File: config.mk
export PLATFORM = sky130hd
export DESIGN_NAME = flash_poll_status
export DESIGN_NICKNAME = d
export VERILOG_FILES = /design/src/rtl/fps_pkg.sv /design/src/rtl/fps_rst_sync.sv /design/src/rtl/fps_cell_file.sv /design/src/rtl/fps_op_ctrl.sv /design/src/rtl/fps_status_fmt.sv /design/src/rtl/flash_poll_status.sv
export SDC_FILE = /design/constraint.sdc
export NUM_CORES = 1
export LEC_CHECK = 0
export BUFFER_PORTS_ARGS = -buffer_cell sky130_fd_sc_hd__buf_2
export CORE_ASPECT_RATIO = 1.1
export CORE_MARGIN = 1
export CORE_UTILIZATION = 60
export CTS_CLUSTER_SIZE = 14
export DETAILED_ROUTE_END_ITERATION = 7
export PLACE_DENSITY_LB_ADDON = 0.1
export SETUP_SLACK_MARGIN = 0.3
export SLEW_MARGIN = 5
export SYNTH_ARGS = -nofsm -noshare
export SYNTH_HDL_FRONTEND = slang
export SYNTH_SLANG_ARGS = --single-unit
export TNS_END_PERCENT = 20
File: constraint.sdc
create_clock -name clk -period 26.1 [get_ports clk]
set_clock_uncertainty 0.15 [all_clocks]
set_input_delay 1.305 -clock clk [delete_from_list [all_inputs] [get_ports clk]]
set_output_delay 1.305 -clock clk [all_outputs]
set_load 0.02 [all_outputs]
File: src/rtl/fps_pkg.sv
package fps_pkg;

  typedef enum logic [2:0] {
    ST_IDLE,
    ST_PROG,
    ST_ERASE,
    ST_SUSP,
    ST_SPROG,
    ST_TMO
  } fps_state_e;

  localparam logic [1:0] KIND_PROG   = 2'd1;
  localparam logic [1:0] KIND_SERASE = 2'd2;
  localparam logic [1:0] KIND_CERASE = 2'd3;

  localparam logic [7:0] BYTE_ERASED = 8'hFF;

endpackage

File: src/rtl/fps_rst_sync.sv
module fps_rst_sync (
  input  logic clk,
  input  logic rst_n,
  output logic rst_sn
);

  logic stage_q;
  logic hold_q;

  always_ff @(posedge clk or negedge rst_n) begin
    if (!rst_n) begin
      stage_q <= 1'b0;
      hold_q  <= 1'b0;
    end else begin
      stage_q <= 1'b1;
      hold_q  <= stage_q;
    end
  end

  assign rst_sn = hold_q;

endmodule

File: src/rtl/fps_cell_file.sv
module fps_cell_file
  import fps_pkg::*;
#(
  parameter int unsigned ADDR_W = 6,
  parameter int unsigned SECT_W = 2
) (
  input  logic                  clk,
  input  logic                  rst_n,
  input  logic                  pgm_en,
  input  logic [ADDR_W-1:0]     pgm_addr,
  input  logic [7:0]            pgm_data,
  input  logic                  ers_en,
  input  logic [(1<<SECT_W)-1:0] ers_mask,
  input  logic [ADDR_W-1:0]     look_addr,
  output logic [7:0]            look_byte
);

  localparam int unsigned NWORD = 1 << ADDR_W;
  localparam int unsigned OFS_W = ADDR_W - SECT_W;

  logic [7:0] word_vec [NWORD];

  for (genvar w = 0; w < NWORD; w++) begin : g_word
    localparam int unsigned SEC = w >> OFS_W;
    logic       hit_pgm;
    logic       hit_ers;
    logic       we;
    logic [7:0] cell_d;
    logic [7:0] cell_q;

    always_comb begin
      hit_pgm = pgm_en && (pgm_addr == ADDR_W'(w));
      hit_ers = ers_en && ers_mask[SEC];
      we      = hit_pgm || hit_ers;
      cell_d  = hit_ers ? BYTE_ERASED : (cell_q & pgm_data);
    end

    always_ff @(posedge clk or negedge rst_n) begin
      if (!rst_n) begin
        cell_q <= BYTE_ERASED;
      end else if (we) begin
        cell_q <= cell_d;
      end
    end

    assign word_vec[w] = cell_q;
  end

  assign look_byte = word_vec[look_addr];

endmodule

File: src/rtl/fps_op_ctrl.sv
module fps_op_ctrl
  import fps_pkg::*;
#(
  parameter int unsigned ADDR_W         = 6,
  parameter int unsigned SECT_W         = 2,
  parameter int unsigned PROG_CYC       = 700,
  parameter int unsigned ERASE_CYC      = 50000,
  parameter int unsigned PROT_PROG_CYC  = 200,
  parameter int unsigned PROT_ERASE_CYC = 10000,
  parameter int unsigned TIMEOUT_CYC    = 300000,
  parameter int unsigned CNT_W          = 20
) (
  input  logic                   clk,
  input  logic                   rst_n,
  input  logic                   cmd_valid,
  input  logic [1:0]             cmd_kind,
  input  logic [ADDR_W-1:0]      cmd_addr,
  input  logic [7:0]             cmd_data,
  input  logic [(1<<SECT_W)-1:0] cmd_sect_sel,
  input  logic [(1<<SECT_W)-1:0] prot_map,
  input  logic                   suspend_req,
  input  logic                   resume_req,
  output fps_state_e             state,
  output logic [ADDR_W-1:0]      prog_addr,
  output logic [7:0]             prog_data,
  output logic [(1<<SECT_W)-1:0] ers_vmask,
  output logic                   tmo_prog,
  output logic                   pgm_en,
  output logic                   ers_en,
  output logic [(1<<SECT_W)-1:0] ers_mask,
  output logic [CNT_W-1:0]       ers_left
);

  localparam int unsigned NSECT = 1 << SECT_W;
  localparam logic [CNT_W-1:0] TMO_LAST = CNT_W'(TIMEOUT_CYC - 1);

  function automatic logic [SECT_W:0] count_set(input logic [NSECT-1:0] v);
    logic [SECT_W:0] n;
    n = '0;
    for (int i = 0; i < NSECT; i++) n = n + (SECT_W+1)'(v[i]);
    return n;
  endfunction

  fps_state_e        st_q, st_d;
  logic [ADDR_W-1:0] pa_q, pa_d;
  logic [7:0]        pd_q, pd_d;
  logic              pblk_q, pblk_d;
  logic [CNT_W-1:0]  pleft_q, pleft_d, page_q, page_d;
  logic [NSECT-1:0]  emask_q, emask_d, evm_q, evm_d;
  logic              eblk_q, eblk_d;
  logic [CNT_W-1:0]  eleft_q, eleft_d, eage_q, eage_d;
  logic              tp_q, tp_d;

  // Start values for a new command, computed from the strobe inputs.
  logic              new_pblk;
  logic [CNT_W-1:0]  new_pdur;
  logic [NSECT-1:0]  new_esel, new_emask, new_evm;
  logic              new_eblk;
  logic [CNT_W-1:0]  new_edur;

  always_comb begin
    new_pblk  = prot_map[cmd_addr[ADDR_W-1 -: SECT_W]];
    new_pdur  = new_pblk ? CNT_W'(PROT_PROG_CYC) : CNT_W'(PROG_CYC);
    new_esel  = (cmd_kind == KIND_CERASE) ? '1 : cmd_sect_sel;
    new_emask = new_esel & ~prot_map;
    new_eblk  = (new_emask == '0);
    new_evm   = ((cmd_kind == KIND_CERASE) && !new_eblk) ? ~prot_map : new_esel;
    new_edur  = new_eblk ? CNT_W'(PROT_ERASE_CYC)
                         : CNT_W'(ERASE_CYC) * CNT_W'(count_set(new_emask));
  end

  always_comb begin
    st_d    = st_q;
    pa_d    = pa_q;
    pd_d    = pd_q;
    pblk_d  = pblk_q;
    pleft_d = pleft_q;
    page_d  = page_q;
    emask_d = emask_q;
    evm_d   = evm_q;
    eblk_d  = eblk_q;
    eleft_d = eleft_q;
    eage_d  = eage_q;
    tp_d    = tp_q;
    pgm_en  = 1'b0;
    ers_en  = 1'b0;

    unique case (st_q)
      ST_IDLE: begin
        if (cmd_valid && cmd_kind == KIND_PROG) begin
          st_d    = ST_PROG;
          pa_d    = cmd_addr;
          pd_d    = cmd_data;
          pblk_d  = new_pblk;
          pleft_d = new_pdur;
          page_d  = '0;
        end else if (cmd_valid && cmd_kind != 2'd0) begin
          st_d    = ST_ERASE;
          emask_d = new_emask;
          evm_d   = new_evm;
          eblk_d  = new_eblk;
          eleft_d = new_edur;
          eage_d  = '0;
        end
      end
      ST_PROG, ST_SPROG: begin
        if (pleft_q == CNT_W'(1)) begin
          pgm_en = !pblk_q;
          st_d   = (st_q == ST_PROG) ? ST_IDLE : ST_SUSP;
        end else if (!pblk_q && page_q == TMO_LAST) begin
          st_d = ST_TMO;
          tp_d = 1'b1;
        end else begin
          pleft_d = pleft_q - CNT_W'(1);
          page_d  = page_q + CNT_W'(1);
        end
      end
      ST_ERASE: begin
        if (eleft_q == CNT_W'(1)) begin
          ers_en = !eblk_q;
          st_d   = ST_IDLE;
        end else if (suspend_req && !eblk_q) begin
          st_d = ST_SUSP;
        end else if (!eblk_q && eage_q == TMO_LAST) begin
          st_d = ST_TMO;
          tp_d = 1'b0;
        end else begin
          eleft_d = eleft_q - CNT_W'(1);
          eage_d  = eage_q + CNT_W'(1);
        end
      end
      ST_SUSP: begin
        if (resume_req) begin
          st_d = ST_ERASE;
        end else if (cmd_valid && cmd_kind == KIND_PROG) begin
          st_d    = ST_SPROG;
          pa_d    = cmd_addr;
          pd_d    = cmd_data;
          pblk_d  = new_pblk;
          pleft_d = new_pdur;
          page_d  = '0;
        end
      end
      ST_TMO: st_d = ST_TMO;
      default: st_d = ST_IDLE;
    endcase
  end

  always_ff @(posedge clk or negedge rst_n) begin
    if (!rst_n) begin
      st_q    <= ST_IDLE;
      pa_q    <= '0;
      pd_q    <= '0;
      pblk_q  <= 1'b0;
      pleft_q <= '0;
      page_q  <= '0;
      emask_q <= '0;
      evm_q   <= '0;
      eblk_q  <= 1'b0;
      eleft_q <= '0;
      eage_q  <= '0;
      tp_q    <= 1'b0;
    end else begin
      st_q    <= st_d;
      pa_q    <= pa_d;
      pd_q    <= pd_d;
      pblk_q  <= pblk_d;
      pleft_q <= pleft_d;
      page_q  <= page_d;
      emask_q <= emask_d;
      evm_q   <= evm_d;
      eblk_q  <= eblk_d;
      eleft_q <= eleft_d;
      eage_q  <= eage_d;
      tp_q    <= tp_d;
    end
  end

  assign state     = st_q;
  assign prog_addr = pa_q;
  assign prog_data = pd_q;
  assign ers_vmask = evm_q;
  assign tmo_prog  = tp_q;
  assign ers_mask  = emask_q;
  assign ers_left  = eleft_q;

endmodule

File: src/rtl/fps_status_fmt.sv
module fps_status_fmt
  import fps_pkg::*;
#(
  parameter int unsigned ADDR_W = 6,
  parameter int unsigned SECT_W = 2
) (
  input  logic                   clk,
  input  logic                   rst_n,
  input  fps_state_e             state,
  input  logic [ADDR_W-1:0]      prog_addr,
  input  logic                   prog_bit7,
  input  logic [(1<<SECT_W)-1:0] ers_vmask,
  input  logic                   tmo_prog,
  input  logic                   rd_en,
  input  logic [ADDR_W-1:0]      rd_addr,
  input  logic [7:0]             cell_byte,
  output logic [7:0]             rd_data,
  output logic                   rd_valid
);

  logic       at_prog;
  logic       at_ers;
  logic       poll_prog;
  logic       poll_ers;
  logic [7:0] res_d;

  always_comb begin
    at_prog   = (rd_addr == prog_addr);
    at_ers    = ers_vmask[rd_addr[ADDR_W-1 -: SECT_W]];
    poll_prog = at_prog ? ~prog_bit7 : ~cell_byte[7];
    poll_ers  = at_ers ? 1'b0 : ~cell_byte[7];
    unique case (state)
      ST_IDLE:           res_d = cell_byte;
      ST_PROG, ST_SPROG: res_d = {poll_prog, 7'b0};
      ST_ERASE:          res_d = {poll_ers, 7'b0};
      ST_SUSP:           res_d = at_ers ? 8'h80 : cell_byte;
      ST_TMO:            res_d = {(tmo_prog ? poll_prog : poll_ers), 1'b0, 1'b1, 5'b0};
      default:           res_d = cell_byte;
    endcase
  end

  always_ff @(posedge clk or negedge rst_n) begin
    if (!rst_n) begin
      rd_data  <= '0;
      rd_valid <= 1'b0;
    end else begin
      rd_valid <= rd_en;
      if (rd_en) begin
        rd_data <= res_d;
      end
    end
  end

endmodule

File: src/rtl/flash_poll_status.sv
module flash_poll_status
  import fps_pkg::*;
#(
  parameter int unsigned ADDR_W      = 6,
  parameter int unsigned SECT_W      = 2,
  parameter int unsigned CLK_MHZ     = 100,
  parameter int unsigned PROG_CYC    = 700,
  parameter int unsigned ERASE_CYC   = 50000,
  parameter int unsigned TIMEOUT_CYC = 300000
) (
  input  logic                   clk,
  input  logic                   rst_n,
  input  logic                   cmd_valid,
  input  logic [1:0]             cmd_kind,
  input  logic [ADDR_W-1:0]      cmd_addr,
  input  logic [7:0]             cmd_data,
  input  logic [(1<<SECT_W)-1:0] cmd_sect_sel,
  input  logic [(1<<SECT_W)-1:0] prot_map,
  input  logic                   suspend_req,
  input  logic                   resume_req,
  input  logic                   rd_en,
  input  logic [ADDR_W-1:0]      rd_addr,
  output logic [7:0]             rd_data,
  output logic                   rd_valid
);

  localparam int unsigned NSECT          = 1 << SECT_W;
  localparam int unsigned PROT_PROG_CYC  = 2 * CLK_MHZ;
  localparam int unsigned PROT_ERASE_CYC = 100 * CLK_MHZ;
  localparam int unsigned FULL_ERASE     = ERASE_CYC * NSECT;
  localparam int unsigned MAX_A = (PROT_ERASE_CYC > FULL_ERASE) ? PROT_ERASE_CYC : FULL_ERASE;
  localparam int unsigned MAX_B = (PROG_CYC > PROT_PROG_CYC) ? PROG_CYC : PROT_PROG_CYC;
  localparam int unsigned MAX_C = (MAX_A > MAX_B) ? MAX_A : MAX_B;
  localparam int unsigned MAX_D = (MAX_C > TIMEOUT_CYC) ? MAX_C : TIMEOUT_CYC;
  localparam int unsigned CNT_W = $clog2(MAX_D + 1) + 1;

  logic              rst_sn;
  fps_state_e        st;
  logic [ADDR_W-1:0] pa;
  logic [7:0]        pd;
  logic [NSECT-1:0]  evm;
  logic              tp;
  logic              pgm_en;
  logic              ers_en;
  logic [NSECT-1:0]  emask;
  logic [CNT_W-1:0]  ers_left;
  logic [7:0]        cell_byte;

  fps_rst_sync u_rst (
    .clk    (clk),
    .rst_n  (rst_n),
    .rst_sn (rst_sn)
  );

  fps_op_ctrl #(
    .ADDR_W         (ADDR_W),
    .SECT_W         (SECT_W),
    .PROG_CYC       (PROG_CYC),
    .ERASE_CYC      (ERASE_CYC),
    .PROT_PROG_CYC  (PROT_PROG_CYC),
    .PROT_ERASE_CYC (PROT_ERASE_CYC),
    .TIMEOUT_CYC    (TIMEOUT_CYC),
    .CNT_W          (CNT_W)
  ) u_ctrl (
    .clk          (clk),
    .rst_n        (rst_sn),
    .cmd_valid    (cmd_valid),
    .cmd_kind     (cmd_kind),
    .cmd_addr     (cmd_addr),
    .cmd_data     (cmd_data),
    .cmd_sect_sel (cmd_sect_sel),
    .prot_map     (prot_map),
    .suspend_req  (suspend_req),
    .resume_req   (resume_req),
    .state        (st),
    .prog_addr    (pa),
    .prog_data    (pd),
    .ers_vmask    (evm),
    .tmo_prog     (tp),
    .pgm_en       (pgm_en),
    .ers_en       (ers_en),
    .ers_mask     (emask),
    .ers_left     (ers_left)
  );

  fps_cell_file #(
    .ADDR_W (ADDR_W),
    .SECT_W (SECT_W)
  ) u_cells (
    .clk       (clk),
    .rst_n     (rst_sn),
    .pgm_en    (pgm_en),
    .pgm_addr  (pa),
    .pgm_data  (pd),
    .ers_en    (ers_en),
    .ers_mask  (emask),
    .look_addr (rd_addr),
    .look_byte (cell_byte)
  );

  fps_status_fmt #(
    .ADDR_W (ADDR_W),
    .SECT_W (SECT_W)
  ) u_fmt (
    .clk       (clk),
    .rst_n     (rst_sn),
    .state     (st),
    .prog_addr (pa),
    .prog_bit7 (pd[7]),
    .ers_vmask (evm),
    .tmo_prog  (tp),
    .rd_en     (rd_en),
    .rd_addr   (rd_addr),
    .cell_byte (cell_byte),
    .rd_data   (rd_data),
    .rd_valid  (rd_valid)
  );

endmodule

After elaboration in Yosys (flattened, before gate mapping)
Cells that the tools add are included.

Add/sub/neg operators: 7. $mul: 1. Magnitude comparators: 3. Equal/unequal tests: 89. Muxes and demuxes: 132. Bitwise logic cells: 70. Reductions and logical operators: 156.

Operators by type and width (count): two-way mux 8 bit (69); AND 8 bit (64); two-way mux 20 bit (18); equality test 6 bit, second input constant (32); case mux 20 bit (3 select lines) (2); equality test 6 x 5 -> 1 bit, second input constant (16); case mux 20 bit (2 select lines) (2); logical AND 1 bit (74); logical OR 1 bit (64); binary-select mux 8 bit (select 6 bit) (1); equality test 6 x 4 -> 1 bit, second input constant (8); adder 20 x 1 -> 20 bit, second input constant (2); equality test 20 x 1 -> 1 bit, second input constant (2); equality test 20 x 19 -> 1 bit, second input constant (2); subtractor 20 x 1 -> 20 bit, second input constant (2); case mux 8 bit (4 select lines) (1); two-way mux 3 bit (9); equality test 6 x 3 -> 1 bit, second input constant (4); two-way mux 19 bit (1); two-way mux 1 bit (16); case mux 8 bit (2 select lines) (1); multiplier 12 x 3 -> 15 bit, first input constant (1); case mux 3 bit (5 select lines) (1); inequality test 2 bit, second input constant (7); 38 further kinds (59).

Flip-flop bits (word level): 631. Input port bits: 36. Output and inout bits: 9. Logic and storage cells: 538.

Depth between registers and ports, before layout
Gate-level depths: netlist of run 1.

Depth after elaboration: 11. Gate-level depth with buffers: 17. Depth with buffers taken out: 16.

Hierarchy
A second synthesis of run 1 with hierarchy kept.

Cell total of the unflattened synthesis: 2846. Area total of the unflattened synthesis: 29902.4 sq um.

By module, submodules not included: fps_cell_file (instances 1, cells an instance 2070, area each 22998.3 sq um, seq. area each 13452.9 sq um); fps_op_ctrl (instances 1, cells an instance 721, area each 6316.1 sq um, seq. area each 2702.6 sq um); fps_status_fmt (instances 1, cells an instance 52, area each 534.3 sq um, seq. area each 225.2 sq um); fps_rst_sync (instances 1, cells an instance 3, area each 53.8 sq um, seq. area each 50.0 sq um).

Worst setup path before layout of run 1
Ideal clock, no wire load.

Path type: in2reg. Start point: in cmd_kind[1]. End point: reg u_ctrl.eleft_q[10] (netlist: u_ctrl.ers_left[10]). Setup time: 0.121 ns. Data arrival time: 4.210 ns. Data required time: 25.829 ns. Slack: 21.619 ns. Stages: 13. Path buffers: 1. Path through: clkbuf_1 a21oi_1 or2_2 ha_1 inv_1 fa_1 fa_1 inv_1 ha_1 a31oi_1 xor2_1 a32oi_1 o22a_1.

Cells in the longest elaborated chain, start to end: 11. Elaborated cells between the ends (all ways): 19. Classes of those cells: add/sub (3); mul (1); eq/ne (4); mux (5); bitwise (1); reduce/logical (5).

RTL lines: start: declaration (line flash_poll_status.sv:14) `input logic [1:0] cmd_kind,`; equality test 2 bit (line fps_op_ctrl.sv:64) `new_esel = (cmd_kind == KIND_CERASE) ? '1 : cmd_sect_sel;`; two-way mux 4 bit (line fps_op_ctrl.sv:64); AND 4 bit (line fps_op_ctrl.sv:65) `new_emask = new_esel & ~prot_map;`; adder 1 x 1 -> 2 bit (line fps_op_ctrl.sv:40) `for (int i = 0; i < NSECT; i++) n = n + (SECT_W+1)'(v[i]);`; adder 3 x 1 -> 3 bit (2 in series) (line fps_op_ctrl.sv:40); multiplier 12 x 3 -> 15 bit (line fps_op_ctrl.sv:69) `: CNT_W'(ERASE_CYC) * CNT_W'(count_set(new_emask));`; two-way mux 19 bit (line fps_op_ctrl.sv:68) `new_edur = new_eblk ? CNT_W'(PROT_ERASE_CYC)`; two-way mux 20 bit (line fps_op_ctrl.sv:97) `end else if (cmd_valid && cmd_kind != 2'd0) begin`; two-way mux 20 bit (line fps_op_ctrl.sv:90) `if (cmd_valid && cmd_kind == KIND_PROG) begin`; case mux 20 bit (2 select lines) (line fps_op_ctrl.sv:88) `unique case (st_q)`; end signal: assignment (line fps_op_ctrl.sv:173) `eleft_q <= eleft_d;`; end: declaration (line fps_op_ctrl.sv:51) `logic [CNT_W-1:0] eleft_q, eleft_d, eage_q, eage_d;`.

Parallel ways exist; a longest one is shown, timed or not. The select of a mux whose other input is x is not followed. A chain may end at the register's enable or synchronous reset.

Worst setup path in the final report of run 1
Start point: reg u_ctrl.eleft_q[2] (netlist: u_ctrl.ers_left[2]). End point: reg u_cells.g_word[4].cell_q[3].

Cells in the longest elaborated chain, start to end: 5. Elaborated cells between the ends (all ways): 6. Classes of those cells: eq/ne (1); mux (3); reduce/logical (2).

RTL lines: equality test 20 x 1 -> 1 bit * (line fps_op_ctrl.sv:119) `if (eleft_q == CNT_W'(1)) begin`; two-way mux 1 bit * (line fps_op_ctrl.sv:119); two-way mux 1 bit * (line fps_op_ctrl.sv:88); logical AND 1 bit * (line fps_cell_file.sv:33) `hit_ers = ers_en && ers_mask[SEC];`; two-way mux 8 bit / logical OR 1 bit (equally long branches) (line fps_cell_file.sv:35, fps_cell_file.sv:34); end signal: assignment (line fps_cell_file.sv:42) `cell_q <= cell_d;`; end: declaration (line fps_cell_file.sv:29) `logic [7:0] cell_q;`.

Every way passes the cells marked *; elsewhere a longest branch is shown, timed or not.

==> reports/results.tsv, run 1 <==
stage	metric	value	unit
finish	n_antenna_cell	0	
finish	drive_gt1_frac	0.319	
sta	setup_viol	0	
global_routing	gr-max-usage-layer	met2	
place	place_ws	21.25	ns
die	start_util	0.606	
critical_path	crit_type	flop to flop	
yosys	async_flop_share	1.00	
critical_path	cp.arrival	4.80	ns
power	power.share.sequential	0.475	
yosys	synth_top_family_by_area	simple AND/OR/NAND/NOR gates	
finish	nFillCells	3690	
power	internal_power	1.63	mW
sta	timing.hold.ws	0.206	ns
critical_path	reg2reg_to	u_cells.g_word[4].cell_q[3]	
yosys	avgSynthCellArea	10.7	um2
power	power_frac_comb	0.076	
critical_path	crit_path_max_incr_delay	1.00	ns
power	p_sw	0.528	mW
sta	rsz0062_at_grt	false	
place	gp_congestion	0.917	
critical_path	cp-start-kind	flop	
detailed_routing	routed_via_density	6.43	
global_routing	grt_use_met2	0.508	
sta	finalCritPeriodShare	0.169	
yosys	synth-xor-area-share	0.00976	
die	fp.dieH	235	um
clock_tree	cts_setup_buffers	0	
critical_path	crit_required	26.47	ns
global_routing	overflow	0	
yosys	synthFlopType	dfstp_2	
run_status	status	finished, final reports clean	
critical_path	r2r_setup_slack	21.68	ns
yosys	syn_inst	2757	
die	dieArea	0.0502	mm2
finish	synthToLayoutAreaGrowth	9.52	%
yosys	synthesis.area	0.0296	mm2
yosys	synth_compound_area_frac	0.129	
yosys	synth-simple-area-share	0.139	
yosys	netlist.top_cell.by_area	dfstp_2	
die	ios	45	
sta	finalHoldViolations	0	
critical_path	r2r-start	u_ctrl.ers_left[2]	
global_routing	met3_usage	0.0626	
critical_path	path_max_fanout	65	
clock_tree	postCtsHoldBufs	0	
die	die_x	214	um
worst_hold_path	hp-start	u_rst.stage_q	
clock_tree	cts_tree	built	
detailed_routing	postRouteAntennaNets	0	
worst_hold_path	whs_endpoint	u_rst.rst_sn	
sta	period_needed	4.42	ns
detailed_routing	firstDrtPassIters	6	
critical_path	rr_worst_depth	7	
critical_path	crit_chain	or4_1 -> nor2_1 -> and3_1 -> nor3b_1 -> nand2_4 -> buf_4 -> nand2_1	
power	clkPwrFrac	0.449	
power	p_leak	15.2	nW
yosys	netlist-cell-type-count	72	
yosys	ys_ff_latch	631	
clock_tree	clk_latency	0.61	ns
place	place.port_buffers	44	
yosys	synth_top_area_frac	0.454	
yosys	synth.mux.area_fraction	0.128	
sta	setup_tns	0	ns
flow_run	drv_cap	0	
sta	worst_slack	21.68	ns
yosys	synth_edf_count	0	
place	place_hpwl	49.0	mm
detailed_routing	drc	0	
finish	stdcell_count	3406	
clock_tree	cts_resized	0	
finish	nets	2760	
yosys	syn-num-nets	2813	
place	place_inst	3286	
die	rows	85	
clock_tree	cts_buffer_depth	3	
detailed_routing	drt_first_iter_violations	2271	
clock_tree	cts_buffers	68	
global_routing	grt_pass1_vias	21671	
power	vdd_drop_max	0.0626	mV
clock_tree	cts.clk_slew.worst_paths	0.06	ns
detailed_routing	wirelength	80.2	mm
power	p_sw_frac	0.244	
worst_hold_path	holdPathStages	0	
sta	final-max-slew-violation-count	0	
finish	fin_util	0.664	
detailed_routing	wire_per_inst	23.5	um
yosys	synth_seq_area_share	0.555	
global_routing	grt_usage	0.331	
yosys	synth_area_leaders	dfstp_2, mux4_2, dfrtp_1	
detailed_routing	vias	21896	
critical_path	crit_slowest_cell	nor3b_1	
clock_tree	cts_max_level	3	
global_routing	antenna_found_initial	1	
worst_hold_path	hp-class	flop to flop	
clock_tree	clock_sinks	631	
sta	worst_pin_slew	1.22	ns
critical_path	endpoint_kind	flop	
sta	max_freq	226	MHz
global_routing	grt_pass1_wl	126	mm
clock_tree	clock-root-buffer	clkbuf_16	
power	powerDensity	66.6	mW/mm2
global_routing	use_met1	0.463	
yosys	ys_warn_count	0	
die	fp.coreArea	0.0488	mm2
sta	relSlewSlack	0.187	
global_routing	grt_max_degree	188	
yosys	synthAdderAreaFrac	0.00922	
synthesized netlist by cell type (all sizes together), types with 15 or more instances:
library cell	count
nand2	678
o21ai	573
dfstp	512
clkbuf	168
mux4	153
dfrtp	119
nor2	67
a21oi	63
nand3	36
mux2i	33
nor3	32
inv	27
buf	26
or3	22
xnor2	18
ha	17
nor4	17
nand2b	15
xor2	15
worst max path at each step:
| stage | from | endpoint | slack [ns] | cells after the start |
|---|---|---|---|---|
| 2_1_floorplan | u_rst.rst_sn | u_ctrl.eage_q[0] | 7.95 | 0 |
| 3_3_place_gp | rd_addr[0] | u_fmt.rd_data[7] | 21.29 | 9 |
| 3_5_place_dp | rd_addr[0] | u_fmt.rd_data[5] | 21.25 | 7 |
| 4_1_cts | u_ctrl.ers_left[2] | u_cells.g_word[15].cell_q[7] | 21.73 | 7 |
| 5_1_grt | u_ctrl.ers_left[2] | u_cells.g_word[2].cell_q[4] | 21.48 | 7 |
| 6_report | u_ctrl.ers_left[2] | u_cells.g_word[4].cell_q[3] | 21.68 | 7 |
through the flow:
stage / instance area [um2] / power [mW]
floorplan: 29600 / 1.15
global placement: 30200 / 1.20
detailed placement: 30200 / 1.20
CTS: 32400 / 2.18
global route: 32400 / 2.24
finish: 32400 / 2.16
power groups by stage:
stage / Combinational, mW / Sequential [mW] / Clock (mW)
floorplan: 0.114 / 1.04 / 0
global placement: 0.161 / 1.04 / 0
detailed placement: 0.165 / 1.04 / 0
CTS: 0.165 / 1.03 / 0.987
global route: 0.182 / 1.03 / 1.03
finish: 0.165 / 1.03 / 0.969
per-layer routing:
layer	part of all wire	routed length (um)
met5	0.00024	19
met3	0.077	6180
met4	0.041	3310
met1	0.41	33000
met2	0.47	37700
logic make-up (layout without fill, tap and decap cells):
group / Yosys count / count (layout)
and+or+nand+nor: 945 / 945
adders and majority gates: 20 / 20
other: 1 / 1
DFF: 631 / 631
muxes: 187 / 187
buffers and inverters: 222 / 219
xor gates and xnor gates: 33 / 33
AOI/OAI and AO/OA: 718 / 718
registers in the layout, indices dropped and copies added, names as in the netlist:
| register | count |
|---|---|
| u_fmt.rd_data | 8 |
| u_ctrl.prog_data | 8 |
| u_rst.stage_q | 1 |
| u_ctrl.ers_mask | 4 |
| u_ctrl.pleft_q | 20 |
| u_fmt.rd_valid | 1 |
| u_ctrl.eage_q | 20 |
| u_ctrl.tmo_prog | 1 |
| u_ctrl.ers_vmask | 4 |
| u_ctrl.ers_left | 20 |
| u_cells.g_word.cell_q | 512 |
| u_rst.rst_sn | 1 |
| u_ctrl.eblk_q | 1 |
| u_ctrl.pblk_q | 1 |
| u_ctrl.state | 3 |
| u_ctrl.page_q | 20 |
| u_ctrl.prog_addr | 6 |
final cells by class:
class	count	area [um2]	area share
timing repair buffer	71	463	0.0143
tap	652	816	0.0252
sequential	631	16400	0.507
clock buffer	101	2030	0.0627
multi-input combinational	1904	12400	0.381
inverter	28	105	0.00324
clock inverter	19	205	0.00633
critical path: cells and delay by family (launching register included):
kind / cells / cell delay [ns]
AND/OR/NAND/NOR: 6 / 3.13
flip-flops: 1 / 0.44
buffers and inverters: 1 / 0.56
cells in the final DEF, fill, tap and decap left out, types with 12 or more instances in the layout:
cell	count
buf_4	25
dfrtp_1	110
o21ai_1	52
ha_1	17
nor2_1	67
nand3_1	36
mux4_2	153
xnor2_1	18
clkbuf_16	73
dfstp_2	512
nand2b_1	15
clkinv_2	12
mux2i_1	33
inv_1	27
buf_2	42
nand2_1	674
xor2_1	15
or4_1	12
o21ai_0	521
clkbuf_1	18
or3_1	21
a21oi_1	63
nor3_1	31
(Power assumes the default switching activity.)
==> run 2: changes to the inputs <==
==> constraint.sdc (replaced) <==
create_clock -name clk -period 4.15 [get_ports clk]
set_clock_uncertainty 0.15 [all_clocks]
set_input_delay 0.2075 -clock clk [delete_from_list [all_inputs] [get_ports clk]]
set_output_delay 0.2075 -clock clk [all_outputs]
set_load 0.02 [all_outputs]
==> run 2 against run 1 <==
Compared with the run above:
- clock-buffer cell count grew 3
- first-iteration DRC count grew 13%
- final cell count grew 1.8%
- highest routed layer is now met4
- via count grew 0.52%
- register-to-register slack lost 21 ns
- critical path depth grew 9
- flip-flop and latch count is the same
==> reports/results.tsv, run 2 (synthesis gave the netlist of run 1 again) <==
stage	metric	value	unit	change
place	place_hpwl	49.2	mm	was 49.0 mm
place	place.port_buffers	44		unchanged
global_routing	grt_pass1_vias	21772		was 21671
clock_tree	clock-root-buffer	clkbuf_16		unchanged
critical_path	cp.arrival	3.96	ns	was 4.80 ns
detailed_routing	drt_first_iter_violations	2573		was 2271
clock_tree	cts_buffer_depth	3		unchanged
finish	drive_gt1_frac	0.328		was 0.319
power	powerDensity	411	mW/mm2	was 66.6 mW/mm2
finish	largest_reg_flops	512		unchanged
sta	relSlewSlack	0.189		was 0.187
detailed_routing	postRouteAntennaNets	0		unchanged
die	start_util	0.606		unchanged
die	fp.dieH	235	um	unchanged
critical_path	endpoint_kind	flop		unchanged
global_routing	grt_max_degree	129		was 188
sta	finalCritPeriodShare	0.877		
finish	nFillCells	3578		was 3690
flow_run	drv_cap	0		unchanged
detailed_routing	firstDrtPassIters	8		was 6
detailed_routing	wire_per_inst	22.7	um	was 23.5 um
finish	nets	2825		was 2760
sta	final-max-slew-violation-count	0		unchanged
sta	worst_pin_slew	1.22	ns	about the same
sta	period_needed	3.64	ns	
finish	stdcell_count	3469		was 3406
global_routing	antenna_found_initial	0		was 1
global_routing	overflow	0		unchanged
global_routing	grt_usage	0.322		was 0.331
place	gp_congestion	0.922		was 0.917
detailed_routing	drc	0		unchanged
finish	n_antenna_cell	0		unchanged
finish	layout_common_cells	nand2_1, o21ai_0, dfstp_2		unchanged
finish	synthToLayoutAreaGrowth	11.9	%	was 9.52%
finish	top_register	u_cells.g_word.cell_q		unchanged
critical_path	cp-start-kind	input port		was flop
sta	max_freq	275	MHz	
power	p_leak	15.5	nW	was 15.2 nW
place	place_ws	0.648	ns	was 21.25 ns
power	vdd_drop_max	0.355	mV	was 0.0626 mV
sta	rsz0062_at_grt	false		unchanged
clock_tree	cts.clk_slew.worst_paths	0.06	ns	about the same
die	die_x	214	um	unchanged
die	dieArea	0.0502	mm2	unchanged
sta	worst_slack	0.512	ns	was 21.68 ns
detailed_routing	wirelength	78.6	mm	was 80.2 mm
clock_tree	cts_buffers	68		unchanged
clock_tree	clock_sinks	631		unchanged
critical_path	crit_type	input port to flop		was flop to flop
clock_tree	cts_setup_buffers	0		unchanged
die	fp.coreArea	0.0488	mm2	unchanged
clock_tree	clk_latency	0.61	ns	about the same
clock_tree	cts_tree	built		unchanged
detailed_routing	routed_via_density	6.34		was 6.43
run_status	status	finished, final reports clean		unchanged
sta	timing.hold.ws	0.0293	ns	was 0.206 ns
sta	finalHoldViolations	0		unchanged
finish	mostFrequentLayoutCell	nand2_1		unchanged
clock_tree	cts_max_level	3		unchanged
finish	final_area	0.0331	mm2	was 0.0324 mm2
critical_path	crit_required	4.47	ns	was 26.47 ns
global_routing	grt_pass1_wl	124	mm	was 126 mm
place	place_inst	3323		was 3286
detailed_routing	vias	22010		was 21896
sta	setup_viol	0		unchanged
critical_path	path_max_fanout	3		was 65
place	place_area	0.0306	mm2	was 0.0302 mm2
worst_hold_path	hp-class	input port to flop		was flop to flop
die	ios	45		unchanged
die	rows	85		unchanged
run 2: cell count changes in the layout (fill, tap and decap cells not counted), moves of 2 or more:
| cell | delta |
|---|---|
| a21oi_1 | -2 |
| a21oi_2 | +2 |
| buf_12 | +11 |
| buf_4 | +26 |
| clkbuf_16 | -2 |
| clkbuf_8 | +4 |
| clkinv_2 | -5 |
| dlygate4sd3_1 | +28 |
| ha_1 | -3 |
| ha_2 | +2 |
| inv_1 | -2 |
| inv_2 | +2 |
run 2: report_power, final:
part	switching, mW	internal (mW)	leakage (nW)	total [mW]
Clock	2.46	3.57	1.08	6.03
Combinational	0.736	0.391	7.57	1.13
Sequential	0.155	6.29	6.85	6.44
Total	3.35	10.2	15.5	13.6
run 2: path summary, 6_finish.rpt:
check	end	cells after the start	start	slack [ns]
setup reg to reg	u_cells.g_word[36].cell_q[2]	7	u_ctrl.pleft_q[14]	0.58
hold reg to reg	u_rst.rst_sn	0	u_rst.stage_q	0.20
max in group asynchronous	u_ctrl.pleft_q[0]	1	u_rst.rst_sn	2.39
setup / recovery	u_ctrl.ers_left[11]	16	prot_map[0]	0.51
min in group asynchronous	u_rst.rst_sn	3	rst_n	0.31
hold / removal	u_ctrl.ers_vmask[2]	4	cmd_sect_sel[2]	0.03
run 2: through the flow:
stage,power [mW],utilization,setup TNS (ns)
after global placement,7.57,0.627,0
final,13.6,0.678,0
after detailed placement,7.61,0.627,0
after global routing,14.1,0.678,0
after floorplan,7.26,-,-368.66
after CTS,13.7,0.678,0
run 2: critical path, cell delays in order:
cell and delay, ns:
dlygate4sd3_1 0.53, buf_2 0.14, nor2_2 0.14, dlygate4sd3_1 0.57, inv_1 0.06, ha_1 0.27
inv_1 0.05, fa_2 0.61, fa_1 0.46, inv_2 0.09, ha_4 0.20, a21o_1 0.17
a21oi_2 0.14, xnor2_1 0.08, a32oi_1 0.15, o21ai_1 0.09
run 2: final cells by class:
cell class                 instances  area, um2  share of cell area
clock inverter                    14        158             0.00476
clock buffer                     104       2040              0.0616
sequential                       631      16400               0.497
inverter                          28        105             0.00317
multi-input combinational       1904      12400               0.374
timing repair buffer             136       1160              0.0350
tap                              652        816              0.0246
run 2: timing repair:
action / 4_1_cts / 5_1_grt
setup endpoints to repair: 0 / 3
resized for setup: 0 / 11
endpoints found under the hold margin: 36 / 0
hold buffers: 28 / 0
run 2: metal layers:
metal  track usage  vias to the layer above  routed length [um]
li1              -                     9720                   -
met1         0.450                    11220               32400
met2         0.510                      905               38100
met3        0.0484                      165                5340
met4         0.125                        0                2700
met5             0                        -                   0
